===== src/rtl/chop_pkg.sv =====
`timescale 1ns/1ps
package chop_pkg;
  typedef enum logic [1:0] {
    CH_IDLE = 2'd0,
    CH_ON   = 2'd1,
    CH_FAST = 2'd2,
    CH_SLOW = 2'd3
  } chop_st_e;

  typedef struct packed {
    logic hs;
    logic ls;
  } leg_req_t;
endpackage


===== src/rtl/chop_seq.sv =====
`timescale 1ns/1ps
module chop_seq
  import chop_pkg::*;
#(
  parameter int OFF_CYC   = 6000,
  parameter int BLANK_CYC = 200,
  parameter int FAST_CYC  = 1875,
  parameter int CW        = 13
) (
  input  logic          clk_i,
  input  logic          rst_ni,
  input  logic          trip_i,
  input  logic          dir_i,
  input  logic          mixed_i,
  output chop_st_e      st_o,
  output logic          pol_o,
  output logic [CW-1:0] cnt_o
);
  localparam logic [CW-1:0] BLANK_END = CW'(BLANK_CYC);
  localparam logic [CW-1:0] FAST_END  = CW'(FAST_CYC - 1);
  localparam logic [CW-1:0] OFF_END   = CW'(OFF_CYC - 1);

  chop_st_e      st_q;
  logic [CW-1:0] cnt_q;
  logic          pol_q;
  logic          mix_q;

  always_ff @(posedge clk_i or negedge rst_ni) begin
    if (!rst_ni) begin
      st_q  <= CH_IDLE;
      cnt_q <= '0;
      pol_q <= 1'b0;
      mix_q <= 1'b0;
    end else begin
      unique case (st_q)
        CH_IDLE: begin
          st_q  <= CH_ON;
          cnt_q <= '0;
          pol_q <= dir_i;
          mix_q <= mixed_i;
        end
        CH_ON: begin
          if (cnt_q != BLANK_END) begin
            cnt_q <= cnt_q + 1'b1;
          end else if (trip_i) begin
            st_q  <= mix_q ? CH_FAST : CH_SLOW;
            cnt_q <= '0;
          end
        end
        CH_FAST: begin
          cnt_q <= cnt_q + 1'b1;
          if (cnt_q == FAST_END) st_q <= CH_SLOW;
        end
        CH_SLOW: begin
          if (cnt_q == OFF_END) begin
            st_q  <= CH_ON;
            cnt_q <= '0;
            pol_q <= dir_i;
            mix_q <= mixed_i;
          end else begin
            cnt_q <= cnt_q + 1'b1;
          end
        end
        default: st_q <= CH_IDLE;
      endcase
    end
  end

  assign st_o  = st_q;
  assign pol_o = pol_q;
  assign cnt_o = cnt_q;
endmodule


===== src/rtl/chop_steer.sv =====
`timescale 1ns/1ps
module chop_steer
  import chop_pkg::*;
(
  input  chop_st_e       st_i,
  input  logic           pol_i,
  input  logic           dis_i,
  output leg_req_t [1:0] req_o
);
  // index 0 = leg A, index 1 = leg B
  always_comb begin
    req_o = '0;
    if (!dis_i) begin
      unique case (st_i)
        CH_ON: begin
          req_o[0] = pol_i ? 2'b10 : 2'b01;
          req_o[1] = pol_i ? 2'b01 : 2'b10;
        end
        CH_FAST: begin
          req_o[0] = pol_i ? 2'b01 : 2'b10;
          req_o[1] = pol_i ? 2'b10 : 2'b01;
        end
        CH_SLOW: begin
          req_o[0] = 2'b01;
          req_o[1] = 2'b01;
        end
        default: req_o = '0;
      endcase
    end
  end
endmodule


===== src/rtl/chop_leg.sv =====
`timescale 1ns/1ps
module chop_leg
  import chop_pkg::*;
#(
  parameter int DEAD_CYC = 95
) (
  input  logic     clk_i,
  input  logic     rst_ni,
  input  leg_req_t req_i,
  output logic     hs_o,
  output logic     ls_o
);
  localparam int             DW       = $clog2(DEAD_CYC + 2);
  localparam logic [DW-1:0]  DEAD_END = DW'(DEAD_CYC);

  logic [DW-1:0] gap_q;
  logic          gap_ok;

  assign gap_ok = (gap_q == DEAD_END);

  always_ff @(posedge clk_i or negedge rst_ni) begin
    if (!rst_ni) begin
      gap_q <= '0;
      hs_o  <= 1'b0;
      ls_o  <= 1'b0;
    end else begin
      if (hs_o || ls_o) gap_q <= '0;
      else if (!gap_ok) gap_q <= gap_q + 1'b1;
      // turn-off is immediate, turn-on waits for a full gap
      hs_o <= req_i.hs && (hs_o || (!ls_o && gap_ok));
      ls_o <= req_i.ls && (ls_o || (!hs_o && gap_ok));
    end
  end
endmodule


===== src/rtl/chopper_mixed_decay.sv =====
`timescale 1ns/1ps
module chopper_mixed_decay
  import chop_pkg::*;
#(
  parameter int OFF_CYC   = 6000,
  parameter int BLANK_CYC = 200,
  parameter int DEAD_CYC  = 95
) (
  input  logic clk_i,
  input  logic rst_ni,
  input  logic trip_i,
  input  logic dir_i,
  input  logic mixed_i,
  input  logic disable_i,
  output logic hs_a_o,
  output logic ls_a_o,
  output logic hs_b_o,
  output logic ls_b_o
);
  localparam int FAST_CYC = OFF_CYC * 5 / 16;
  localparam int CMAX     = (OFF_CYC > BLANK_CYC) ? OFF_CYC : BLANK_CYC;
  localparam int CW       = $clog2(CMAX + 1);

  chop_st_e       st_w;
  logic           pol_w;
  logic [CW-1:0]  cnt_w;
  leg_req_t [1:0] req_w;
  logic [1:0]     hs_w;
  logic [1:0]     ls_w;

  chop_seq #(
    .OFF_CYC  (OFF_CYC),
    .BLANK_CYC(BLANK_CYC),
    .FAST_CYC (FAST_CYC),
    .CW       (CW)
  ) u_seq (
    .clk_i  (clk_i),
    .rst_ni (rst_ni),
    .trip_i (trip_i),
    .dir_i  (dir_i),
    .mixed_i(mixed_i),
    .st_o   (st_w),
    .pol_o  (pol_w),
    .cnt_o  (cnt_w)
  );

  chop_steer u_steer (
    .st_i (st_w),
    .pol_i(pol_w),
    .dis_i(disable_i),
    .req_o(req_w)
  );

  for (genvar g = 0; g < 2; g++) begin : g_leg
    chop_leg #(.DEAD_CYC(DEAD_CYC)) u_leg (
      .clk_i (clk_i),
      .rst_ni(rst_ni),
      .req_i (req_w[g]),
      .hs_o  (hs_w[g]),
      .ls_o  (ls_w[g])
    );
  end

  assign hs_a_o = hs_w[0];
  assign ls_a_o = ls_w[0];
  assign hs_b_o = hs_w[1];
  assign ls_b_o = ls_w[1];
endmodule


===== config.mk =====
export PLATFORM = sky130hd
export DESIGN_NAME = chopper_mixed_decay
export DESIGN_NICKNAME = d
export VERILOG_FILES = /design/src/rtl/chop_pkg.sv /design/src/rtl/chop_seq.sv /design/src/rtl/chop_steer.sv /design/src/rtl/chop_leg.sv /design/src/rtl/chopper_mixed_decay.sv
export SDC_FILE = /design/constraint.sdc
export NUM_CORES = 1
export LEC_CHECK = 0
export BUFFER_PORTS_ARGS = -buffer_cell sky130_fd_sc_hd__buf_2
export CAP_MARGIN = 20
export CORE_MARGIN = 2
export CORE_UTILIZATION = 45
export CTS_BUF_LIST = sky130_fd_sc_hd__clkbuf_2 sky130_fd_sc_hd__clkbuf_4 sky130_fd_sc_hd__clkbuf_8
export CTS_CLUSTER_SIZE = 10
export DETAILED_ROUTE_END_ITERATION = 6
export PLACE_DENSITY = 0.68
export SLEW_MARGIN = 0
export SYNTH_ARGS = -nofsm -noshare
export SYNTH_HDL_FRONTEND = slang
export SYNTH_SLANG_ARGS = --single-unit

===== constraint.sdc =====
create_clock -name clk_i -period 2.5 [get_ports clk_i]
set_input_delay 0.25 -clock clk_i [delete_from_list [all_inputs] [get_ports clk_i]]
set_output_delay 0.25 -clock clk_i [all_outputs]
set_load 0.02 [all_outputs]

**Word-level counts from Yosys, hierarchy flattened**

Cells that the tools add are included.

- Flip-flop bits (word level): 35
- Bits in latches: 0
- Memory bits (writable): 0
- Bits in read-only memories: 0
- Input port bits: 6
- Memories kept: 0

- Add/sub/neg operators: 3
- Multiply operators: 0
- Divide/modulo/power cells: 0
- Magnitude comparators: 0
- Equality and inequality tests: 15
- Shift-type cells: 0
- Mux-type cells: 22
- Bitwise logic cells: 0
- Reduce and logical (&&, ||, !) cells: 22

Operators with widths:

| cell | number |
|---|---|
| 13-bit case mux with 4 select lines | 1 |
| 13-bit 2-to-1 mux | 3 |
| 7-bit 2-to-1 mux | 4 |
| 7-bit by 1-bit adder with 7-bit output, second input constant | 2 |
| 7-bit equality test, second input constant | 2 |
| 13-bit by 1-bit adder with 13-bit output, second input constant | 1 |
| 13-bit by 11-bit equality test with 1-bit output, second input constant | 1 |
| 13-bit equality test, second input constant | 1 |
| 13-bit by 8-bit != test with 1-bit output, second input constant | 1 |
| 2-bit 2-to-1 mux | 6 |
| 4-bit case mux with 3 select lines | 1 |
| 1-bit logical AND | 8 |
| 2-bit != test, second input constant | 4 |
| 2-bit case mux with 4 select lines | 1 |
| 1-bit logical OR | 6 |
| 2-bit equality test, second input constant | 2 |
| 1-bit zero test | 4 |
| 4-bit 2-to-1 mux | 1 |
| 2-bit by 1-bit != test with 1-bit output, second input constant | 2 |
| 1-bit case mux with 2 select lines | 2 |
| 4-bit AND reduction | 1 |
| 1-bit 2-to-1 mux | 3 |
| 3-bit by 2-bit != test with 1-bit output, second input constant | 1 |
| 2-bit by 1-bit equality test with 1-bit output, second input constant | 1 |
| other kinds (3) | 3 |

**Logic depth before layout (Yosys ltp)**

- Word-level depth: 4
- Gate-level depth with buffers: 7
- Depth with buffers taken out: 6

**By module**

From an unflattened synthesis, not the netlist that was laid out.

- Cells, all modules: 202
- Area total of the unflattened synthesis: 1999.4 um^2

By module, submodules not included:

| module | instances | cells each | area each (um^2) |
|---|---|---|---|
| chop_seq | 1 | 108 | 1069.8 |
| chop_leg | 2 | 42 | 430.4 |
| chop_steer | 1 | 10 | 68.8 |

**Worst setup path before layout**

Ideal clock, no wire load.

- Kind: register to register
- Start: register u_seq.cnt_q[2] (netlist: u_seq.cnt_o[2])
- End: register u_seq.st_q[1] (netlist: u_seq.st_o[1])
- Setup time: 0.125 ns
- Arrival time: 2.138 ns
- Required time: 2.375 ns
- Setup slack: 0.237 ns
- Cell stages (with the launch flop): 6
- Path buffers: 1
- Period minus slack after synthesis: 2.263 ns
- Path through: dfrtp_1 or3_1 or4_4 buf_6 a2111o_1 mux2_4

- Longest elaborated chain between the ends: 3
- Elaborated cells on any way between the ends: 7
- Those cells by class: 6 x eq/ne; 1 x reduce/logical

RTL lines:

| what | RTL line | text |
|---|---|---|
| start, declared | chop_seq.sv:24 | `logic [CW-1:0] cnt_q;` |
| start signal, assigned | chop_seq.sv:44 | `cnt_q <= cnt_q + 1'b1;` |
| start signal, assigned | chop_seq.sv:51 | `cnt_q <= cnt_q + 1'b1;` |
| start signal, assigned | chop_seq.sv:61 | `cnt_q <= cnt_q + 1'b1;` |
| 13-bit equality test (tied with other cells) | chop_seq.sv:55 | `if (cnt_q == OFF_END) begin` |
| 2-bit by 1-bit != test with 1-bit output (no line) / 2-bit != test (equally long branches) | -- |  |
| 4-bit AND reduction (no line) * | -- |  |
| end signal, assigned | chop_seq.sv:46 | `st_q <= mix_q ? CH_FAST : CH_SLOW;` |
| end, declared | chop_seq.sv:23 | `chop_st_e st_q;` |

Mark *: on every way between the ends. The rest lies on a longest branch, timed or not.
A chain may end at the register's enable or synchronous reset.

**Final worst setup path**

Same ends and word-level chain as after synthesis.

==> summary.md <==
| Metric | Value |
|---|---|
| PostCTS Resize Cnt | 0 |
| Cells after Synth | between 150 and 200 |
| Commonest cells after routing, fill and taps aside | dfrtp_1, nor2_1, xor2_1 |
| CP cell instances | or3_1 -> or4_4 -> a2111o_1 -> mux2_4 |
| WS Path Type | reg2reg |
| Final design area excluding fillers | around 2200 sq um |
| Initial antenna violation count | 0 |
| Row count | 23 |
| Clock buffer depth | 2 |
| Gr usage total | 0.1714 |
| Static Leak | between 1 and 1.5 nW |
| Root Driver | clkbuf_8 |
| Clk Latency, worst-skew pair | around 0.29 ns |
| Data arrival, critical path | about 2.5 ns |
| Area delta synth->final | 10.93% |
| Die W | approximately 70 um |
| 1st-pass router iterations | 4 |
| Hold-fix buffers, CTS | 0 |
| TritonCTS Buffers | 5 |
| Synth async-reset ratio | 1.000 |
| Antenna cells | 0 |
| Number of library cell types mapped by synthesis | 47 |
| Reg power frac | 0.506 |
| Synth top area share | 0.4473 |
| Number of enable flip-flop cells after synthesis | 0 |
| Final hold vios | 0 |
| Register area share after synthesis | 0.4473 |
| Adder-cell share of the synthesized area | 0.05751 |
| Crit-path leading delay family | simple AND/OR/NAND/NOR gates |
| Tmin final | 2.299 ns |
| CP max stage cell | or4_4 |
| XOR/XNOR Fraction of Synth Area | 0.06262 |
| Fmax | ~430 MHz |
| WP buf/inv | 0 |
| Worst setup EP type | flop |
| Slew Limit Headroom | 0.4727 |
| First-pass GRT wire length | 6679 um |
| Post-synth net total | just over 200 |
| Max Cap Viol | 0 |
| Yosys reg bits | 35 |
| Synth area leader | dfrtp_1 |
| # DRC | 0 |
| Layout net count | 219 |
| Clock Skews | between 0.005 and 0.006 ns |
| Placer Congestion | ~0.9 |
| Worst path max stage delay | roughly 0.54 ns |
| Largest family of logic cells by synthesized area | simple AND/OR/NAND/NOR gates |
| Most common cell after layout, fill and taps aside | dfrtp_1 |
| Initial core utilization | 0.4792 |
| Clock Power Share | 0.473 |
| Vias | roughly 1500 |
| I/O pins | 10 |
| Sw power | 0.2283 mW |
| Port buffer count | 9 |
| Data required time of the worst path | ~2.7 ns |
| Number of DRC markers in iteration 0 | 67 |
| HPWL Detailed | between 2000 and 3000 um |
| WL per Instance | around 15 um |
| Int Power | about 0.90 mW |
| Fin Hold WS | around 0.042 ns |
| Final setup fails | 0 |
| Synth Warn # | 0 |
| Mapped Area | 1958 sq um |
| CTS tree | done |
| Largest net degree at the start of global routing | 36 |
| Crit path max fanout | 7 |
| Core Util, Final | 0.5315 |
| Clock Sinks | 35 |
| Vias per cell | slightly below 6 |
| Routed Antenna Nets | 0 |
| Comb power frac | 0.021 |
| Full die area | 4895 sq um |
| Simple-gate share of the synthesized area | 0.2160 |
| Clk slew on worst S/H paths | roughly 0.07 ns |
| Total Wirelength | approximately 3800 um |
| Gr ovfl total | 0 |
| Placement Cell Area | between 2000 and 2500 sq um |
| Total power draw | ~1.1 mW |
| Slew of the pin with the lowest slew margin | about 0.79 ns |
| Worst vdd rail ir drop | between 300 and 400 uV |
| Core area | between 4000 and 5000 sq um |
| Ranking of synthesized cells by area | dfrtp_1, ha_1, xor2_1, mux2i_1, nor2_1 |
| Most used DFF post-synth | dfrtp_1 |
| Setup TNS | 0 ns |
| Worst min path class | in2async |
| Final Max Tran Viols | 0 |
| Layout cell share with drive strength beyond 1 | 0.1317 |
| Postcts setup bufs | 0 |
| Compound-Gate Fraction of Synth Area | 0.1361 |
| RSZ-0062 raised after global routing | no |
| Final worst path period share | 0.9197 |
| Status | completed |
| Die H | 69.97 um |
| Switching share of total power | 0.2028 |
| Mapped Avg Cell Area | about 10 sq um |
| Vias in the first global route | between 1000 and 1500 |
| Setup crit start kind | flop |
| Power Density | ~520 nW/um^2 |
| CTS H-tree lvls | 2 |
| Mux share of post-synthesis cell area | 0.04984 |
-- cell usage after synthesis (2+ instances only) --
| cell type | n |
|---|---|
| inv_1 | 7 |
| nand2_1 | 6 |
| and3_1 | 8 |
| nor2b_1 | 2 |
| o211a_1 | 2 |
| or3_1 | 3 |
| ha_1 | 9 |
| o21ai_0 | 6 |
| nand4_1 | 5 |
| a31oi_1 | 5 |
| a21oi_1 | 7 |
| nand3_1 | 8 |
| o21a_1 | 4 |
| nor2_1 | 15 |
| dfrtp_1 | 35 |
| clkbuf_1 | 6 |
| xor2_1 | 10 |
| a22oi_1 | 3 |
| xnor2_1 | 4 |
| mux2i_1 | 6 |
| o211ai_1 | 2 |
| nand2b_1 | 6 |
| mux2_2 | 2 |
| nor3_1 | 2 |
| and4_1 | 3 |
| a211oi_1 | 3 |
| o2bb2ai_1 | 2 |
| or2_2 | 2 |
-- path summary, 6_finish.rpt --
| path | startpoint | end | slack (ns) | cells past startpoint |
|---|---|---|---|---|
| setup / recovery | u_seq.cnt_o[2] | u_seq.st_o[1] | 0.20 | 4 |
| hold / removal | rst_ni | g_leg[1].u_leg.gap_q[0] | 0.04 | 1 |
| setup reg to reg | u_seq.cnt_o[2] | u_seq.st_o[1] | 0.20 | 4 |
| hold reg to reg | u_seq.mix_q | u_seq.mix_q | 0.52 | 1 |
| max in group asynchronous | rst_ni | u_seq.st_o[0] | 1.96 | 1 |
| min in group clk_i | mixed_i | u_seq.mix_q | 0.19 | 2 |
-- metal layers --
metal	GRT usage	routed length, um	vias to the layer above
li1	-	-	724
met1	0.2335	1793	731
met2	0.2582	1763	18
met5	0	0	-
met3	0.04473	117	8
met4	0.07265	75	0
-- area by class of cell --
class	instances	area, sq um
Timing Repair Buffer	12	67.56
Inverter	7	26.28
Fill cell	377	1914
Tap cell	50	62.56
Clock inverter	2	35.03
Multi-Input combinational cell	143	1022
Clock buffer	6	82.58
Sequential cell	35	875.8
-- stage by stage --
step           instances  setup WS, ns
2_1_floorplan        192        0.2368
3_3_place_gp         247        0.2505
3_5_place_dp         247        0.2079
4_1_cts              255        0.2063
5_1_grt              255        0.1487
6_report             255        0.2007
-- power groups by stage --
stage          sequential, mW  clock (mW)  combinational (mW)
5_1_grt                 0.570       0.569              0.0277
6_report                0.570       0.532              0.0239
2_1_floorplan           0.579           0             0.00935
4_1_cts                 0.570       0.539              0.0248
3_5_place_dp            0.581           0              0.0248
3_3_place_gp            0.581           0              0.0239
-- state kept, by name, summed over array words and instances, names as in the netlist --
| name | flops |
|---|---|
| g_leg.u_leg.gap_q | 14 |
| u_seq.pol_o | 1 |
| u_seq.mix_q | 1 |
| g_leg.u_leg.ls_o | 2 |
| g_leg.u_leg.hs_o | 2 |
| u_seq.st_o | 2 |
| u_seq.cnt_o | 13 |
-- kinds of logic (layout without fill, tap and decap cells) --
family | count (synthesis) | in the layout
fa+ha+maj | 9 | 9
buf+inv | 14 | 27
mux | 9 | 9
simple gates | 72 | 72
compound gates | 39 | 39
flops | 35 | 35
xor+xnor | 14 | 14
-- worst register-to-register path: cells and delay by family (launching register included) --
kind	cells	cell delay [ns]
and+or+nand+nor	2	0.96
AOI/OAI and AO/OA	1	0.48
DFF	1	0.45
muxes	1	0.31
Power figures use the tool's default switching activity.
